$ cat src/rtl/eqcmp_pkg.sv
package eqcmp_pkg;

    typedef enum logic {
        CMP_EQ = 1'b0,
        CMP_NE = 1'b1
    } cmp_mode_e;

    typedef struct packed {
        logic pass;   // slice reports its bits match
        logic lower;  // value coming up from the stage below
    } stage_in_t;

    // Value a stage forces when its slice sees a mismatch.
    function automatic logic chain_data_const(cmp_mode_e mode);
        return (mode == CMP_NE);
    endfunction

    // Value fed into the lowest stage as its incoming carry.
    function automatic logic chain_seed(cmp_mode_e mode);
        return (mode == CMP_EQ);
    endfunction

    // Pairwise equality over one or two bit positions.
    function automatic logic pair_match(logic [1:0] a, logic [1:0] b, logic use_hi);
        logic lo_ok;
        logic hi_ok;
        lo_ok = ~(a[0] ^ b[0]);
        hi_ok = use_hi ? ~(a[1] ^ b[1]) : 1'b1;
        return lo_ok & hi_ok;
    endfunction

endpackage

$ cat src/rtl/eqcmp_slice.sv
module eqcmp_slice
    import eqcmp_pkg::*;
#(
    parameter int PAIR_BITS = 2
) (
    input  logic [PAIR_BITS-1:0] sa,
    input  logic [PAIR_BITS-1:0] sb,
    output logic                 match
);
    logic [1:0] pa;
    logic [1:0] pb;

    generate
        if (PAIR_BITS == 2) begin : g_two
            assign pa = sa;
            assign pb = sb;
        end else begin : g_one
            assign pa = {1'b0, sa[0]};
            assign pb = {1'b0, sb[0]};
        end
    endgenerate

    assign match = pair_match(pa, pb, PAIR_BITS == 2);
endmodule

$ cat src/rtl/eqcmp_stage.sv
module eqcmp_stage
    import eqcmp_pkg::*;
(
    input  stage_in_t sin,
    input  logic      dconst,
    output logic      sout
);
    always_comb begin
        if (sin.pass) sout = sin.lower;
        else          sout = dconst;
    end
endmodule

$ cat src/rtl/eqcmp_lut.sv
module eqcmp_lut
    import eqcmp_pkg::*;
#(
    parameter int        W    = 2,
    parameter cmp_mode_e MODE = CMP_EQ
) (
    input  logic [W-1:0] la,
    input  logic [W-1:0] lb,
    output logic         lout
);
    logic hit;

    generate
        if (W == 2) begin : g_w2
            assign hit = pair_match(la, lb, 1'b1);
        end else begin : g_w1
            assign hit = pair_match({1'b0, la[0]}, {1'b0, lb[0]}, 1'b0);
        end
    endgenerate

    assign lout = (MODE == CMP_NE) ? ~hit : hit;
endmodule

$ cat src/rtl/eqcmp_chain.sv
module eqcmp_chain
    import eqcmp_pkg::*;
#(
    parameter int        W    = 8,
    parameter cmp_mode_e MODE = CMP_EQ
) (
    input  logic [W-1:0] op_a,
    input  logic [W-1:0] op_b,
    output logic         result
);
    localparam int N_SLICES = (W + 1) / 2;
    localparam bit USE_LUT  = (W <= 2);

    generate
        if (USE_LUT) begin : g_lut
            eqcmp_lut #(.W(W), .MODE(MODE)) u_lut (
                .la   (op_a),
                .lb   (op_b),
                .lout (result)
            );
        end else begin : g_chain
            logic [N_SLICES:0]   carry;
            logic [N_SLICES-1:0] match;
            logic                dconst;

            assign carry[0] = chain_seed(MODE);
            assign dconst   = chain_data_const(MODE);

            for (genvar k = 0; k < N_SLICES; k++) begin : g_slice
                localparam int PW = ((2 * k + 1) < W) ? 2 : 1;
                stage_in_t sin;

                eqcmp_slice #(.PAIR_BITS(PW)) u_slice (
                    .sa    (op_a[2*k +: PW]),
                    .sb    (op_b[2*k +: PW]),
                    .match (match[k])
                );

                assign sin.pass  = match[k];
                assign sin.lower = carry[k];

                eqcmp_stage u_stage (
                    .sin    (sin),
                    .dconst (dconst),
                    .sout   (carry[k+1])
                );
            end

            assign result = carry[N_SLICES];
        end
    endgenerate
endmodule

$ cat config.mk
export PLATFORM = sky130hd
export DESIGN_NAME = eqcmp_chain
export DESIGN_NICKNAME = d
export VERILOG_FILES = /design/src/rtl/eqcmp_pkg.sv /design/src/rtl/eqcmp_slice.sv /design/src/rtl/eqcmp_stage.sv /design/src/rtl/eqcmp_lut.sv /design/src/rtl/eqcmp_chain.sv
export SDC_FILE = /design/constraint.sdc
export NUM_CORES = 1
export LEC_CHECK = 0
export ABC_AREA = 1
export ABC_CLOCK_PERIOD_IN_PS = 800
export BUFFER_PORTS_ARGS = -buffer_cell sky130_fd_sc_hd__buf_2
export CORE_AREA = 10 10 47 49
export DETAILED_ROUTE_END_ITERATION = 8
export DIE_AREA = 0 0 57 59
export GPL_ROUTABILITY_DRIVEN = 1
export MAX_ROUTING_LAYER = met4
export SLEW_MARGIN = 20
export SYNTH_ARGS = -nofsm -noshare
export SYNTH_HDL_FRONTEND = slang
export SYNTH_SLANG_ARGS = --single-unit
$ cat constraint.sdc
create_clock -name vclk -period 0.8
set_input_delay 0.16 -clock vclk [all_inputs]
set_output_delay 0.16 -clock vclk [all_outputs]
set_load 0.005 [all_outputs]
Word level (Yosys, flattened, before mapping)
Cells that the tools add are included.
W data, S select, Z words.
- word-level logic and storage cells: 24
- memory bits (writable): 0
- memories kept: 0
- latch bits: 0
- memory bits (read-only): 0
- bits of input ports: 16
- output and inout port bits: 1
- flip-flop bits (word level): 0
- add/sub/neg operators: 0
- reduce and logical (&&, ||, !) cells: 0
- equality and inequality tests: 0
- shifts and indexed selects: 0
- mux-type cells: 4
- multipliers: 0
- $lt $le $gt $ge: 0
- bitwise operators: 20
- div/mod/pow operators: 0
- operators by type and width (kind ; number):
    $not A1 Y1 ; 8
    $xor A1 B1 Y1 ; 8
    $and A1 B1 Y1 ; 4
    $mux W1 ; 4

Logic depth before layout (Yosys ltp)
- word-level depth: 7
- gate-level depth with buffers: 6
- depth with buffers taken out: 6

Cells and area by module
Synthesis repeated with hierarchy kept, for this count alone.
- cells, all modules: 62
- area, all modules: 232.7 µm²
- modules (own cells, without submodules) (module ; instances ; area an instance (µm²) ; cells each ; seq. area each (µm²)):
    eqcmp_slice ; 4 ; 41.3 ; 11 ; 0.0
    eqcmp_stage ; 4 ; 15.0 ; 4 ; 0.0
    eqcmp_chain ; 1 ; 7.5 ; 2 ; 0.0

Worst setup path after synthesis
OpenSTA, ideal clock, no wires.
- kind: in2out
- start point: input op_b[6]
- end point: output result
- stages: 5
- required time: 0.640 ns
- path buffers: 0
- slack: 0.122 ns
- arrival time: 0.518 ns
- cell sequence: nor2_1 nor2_1 nor2_1 nand2_1 nor2_1
- cells in the longest elaborated chain, start to end: 4
- ends and longest elaborated chain (what ; line ; RTL):
    from (decl) ; eqcmp_chain.sv:8 ; input logic [W-1:0] op_b,
    $xor A1 B1 Y1 ; eqcmp_pkg.sv:27 ; lo_ok = ~(a[0] ^ b[0]);
    $not A1 Y1 ; eqcmp_pkg.sv:27 ;
    $and A1 B1 Y1 ; eqcmp_pkg.sv:29 ; return lo_ok & hi_ok;
    $mux W1 ; eqcmp_stage.sv:9 ; if (sin.pass) sout = sin.lower;
    to (decl) ; eqcmp_chain.sv:9 ; output logic result
Every way passes these cells.

Final worst setup path
- start point: input op_a[5]
- end point: output result
- cells in the longest elaborated chain, start to end: 5
- ends and longest elaborated chain (what ; line ; RTL):
    from (decl) ; eqcmp_chain.sv:7 ; input logic [W-1:0] op_a,
    $xor A1 B1 Y1 ; eqcmp_pkg.sv:28 ; hi_ok = use_hi ? ~(a[1] ^ b[1]) : 1'b1;
    $not A1 Y1 ; eqcmp_pkg.sv:28 ;
    $and A1 B1 Y1 ; eqcmp_pkg.sv:29 ;
    $mux W1 (2 in series) ; eqcmp_stage.sv:9 ;
Every way passes these cells.

==> results.txt <==
Unrepaired setup endpoints after global routing: true
Share of the clock period used by the worst path: 114%
Largest net degree at the start of global routing: 3
Max-cap viol count: 0
CP Capture Type: output pin
Post-synth net total: 60
Routed met1 length: 200 µm
Hold-fix buffers, CTS: 0
WHS Path Cells: 7
Main combinational cell family by area after synthesis: simple AND/OR/NAND/NOR gates
Filler instances: 176
CLK BUF: 0
Crit path required time: 640 ps
Vias/cell: 3.64
Multi-input logic area: 131 µm²
Pre-CTS WS: -138 ps
Register area: 0 µm²
Multiplexer share of the synthesized area: 0%
Synth warn: 0
Sw Ratio: 46.3%
Cell Area, Synth: 165 µm²
Antenna-violating nets left: 0
Port-buffer cells: 17
Final hold viol count: 0
Violated checks: setup timing
GRT Resource Usage Total: 3.38%
Routed wl met2: 330 µm
Antenna Diode Count: 0
Die area: 3360 µm²
Final wirelength: 575 µm
Avg Cell Area, Syn: 3.75 µm²
Uppermost layer routed: met3
DRC Markers: 0
Gr ovfl total: 0
Netlist cell types: 3
Largest delay share family, worst path: simple AND/OR/NAND/NOR gates
Actual slew at the worst max-slew pin: 100 ps
Worst setup path class: input pin to output pin
LEAKAGE: 0.219 nW
Cell accounting for the most synthesized area: nand2_1
Fin crit period: 912 ps
DRT Pass-1 Iters: 4
Seq_cells: 0
Die Wd: 57 µm
Fmax: 1.10 GHz
Share of the synthesized area in the top cell type: 45.5%
Psw: 0.0585 mW
Min-delay src: op_b[3]
Initial core utilization: 11.8%
Critical-path cell list: buf_6 -> nor2_2 -> nor2_1 -> nor2_1 -> nand2_1 -> nor2_1 -> buf_2
VDD IR max: 0.0000979 V
Run status: finished, violations left
Post-synthesis simple-gate area fraction: 70.5%
Flop pwr share: 0%
Core area: 1400 µm²
Complex-gate fraction of the synthesized area: 0%
Global-route wire length before repair: 1040 µm
Die Height: 59 µm
GP Congestion: 0.680
Mapped Cells: 44
Area Growth Syn to Fin: 87.9%
Post-synthesis adder-cell area fraction: 0%
CP Max Fanout: 2
Met3 WL: 44 µm
Hold Crit Class: input pin to output pin
Combinational power share: 100.0%
Crit path max-delay cell type: nor2_1
Clock power frac: 0%
Hold EP: result
Final #Nets: 79
Fin worst setup slack: -112 ps
Crit-path most repeated cell: nor2_1
Critical path buffers and inverters: 2
Power Internal: 0.0678 mW
Initial antenna violation count: 0
Io pins: 17
Vias in the first global route: 295
Area after DPL: 270 µm²
Layout cell share with drive strength beyond 1: 45.9%
Cell types occupying the most area after synthesis: nand2_1 (45%), inv_1 (30%), nor2_1 (25%)
XOR/XNOR Fraction of Synth Area: 0%
CP startpoint kind: input pin
HPWL after DPL: 525 µm
Rel. slew slack: 93.3%
PwrDens: 407 nW/µm²
Setup violators final: 1
# rows: 14
Fin. max-slew vios: 0
Via count: 280
Wirelength per Cell: 7.47 µm
Final non-filler cell area: 310 µm²
CP peak stage delay: 110 ps
Arrival time worst endpoint: 750 ps
Initial DRC Count: 8
Seq/Total Area, Yosys: 0%
-- through the flow --
step           util (%)  hold WS [ps]  total power, mW  std cells  setup TNS [ps]
3_5_place_dp       19.3           744            0.104         77            -138
2_1_floorplan         -           510           0.0494         44               0
3_3_place_gp       19.3           720           0.0985         77            -128
6_report           22.1           722            0.126         77            -112
4_1_cts            19.3           751            0.104         77            -131
5_1_grt            22.1           782            0.148         77            -194
-- final cells by class --
cell class,count,area share [%]
Inverter,13,15.7
Timing Repair Buffer,17,35.5
Tap cell,16,6.45
Multi-Input combinational cell,31,42.3
-- tightest hold or removal path: stages --
cell and delay (ps):
buf_6 80, nand2_2 30, nand2_1 50, nor2_1 40
nand2_1 60, nor2_1 30, buf_2 110
-- synth_stat cells --
master   count
inv_1       13
nand2_1     20
nor2_1      11
-- power by group through the flow --
| stage | registers [mW] | logic, mW | clock network (mW) |
|---|---|---|---|
| after CTS | 0 | 0.104 | 0 |
| after global placement | 0 | 0.0985 | 0 |
| after global routing | 0 | 0.148 | 0 |
| after detailed placement | 0 | 0.104 | 0 |
| final | 0 | 0.126 | 0 |
| after floorplan | 0 | 0.0494 | 0 |
-- kinds of logic (layout without fill, tap and decap cells) --
| logic type | after synthesis | count (layout) |
|---|---|---|
| buffers and inverters | 13 | 30 |
| and+or+nand+nor | 31 | 31 |
-- worst max path at each step --
stage                     startpoint     end  slack [ps]  cells past startpoint
after global placement       op_a[3]  result        -130                      8
final                        op_a[5]  result        -110                      7
after floorplan              op_b[6]  result         120                      5
after CTS                    op_a[2]  result        -130                      8
after detailed placement     op_b[3]  result        -140                      8
after global routing         op_a[5]  result        -190                      7
-- what timing repair did --
item,4_1_cts,5_1_grt
endpoints found under the setup margin,1,1
setup buffers,0,0
pin swaps,2,16
gates resized for setup,0,16
-- routing by layer --
metal | track usage [%] | vias up
li1 | - | 153
met4 | 0 | 0
met5 | - | -
met3 | 0.644 | 0
met1 | 3.45 | 118
met2 | 6.82 | 9
-- cell usage in the layout (no fill, tap or decap) --
| cell type | n |
|---|---|
| nand2_1 | 17 |
| buf_6 | 4 |
| buf_2 | 13 |
| nand2_2 | 3 |
| nor2_2 | 3 |
| inv_2 | 5 |
| nor2_1 | 8 |
| inv_1 | 8 |
No activity file was read; power rests on OpenSTA's default activity.
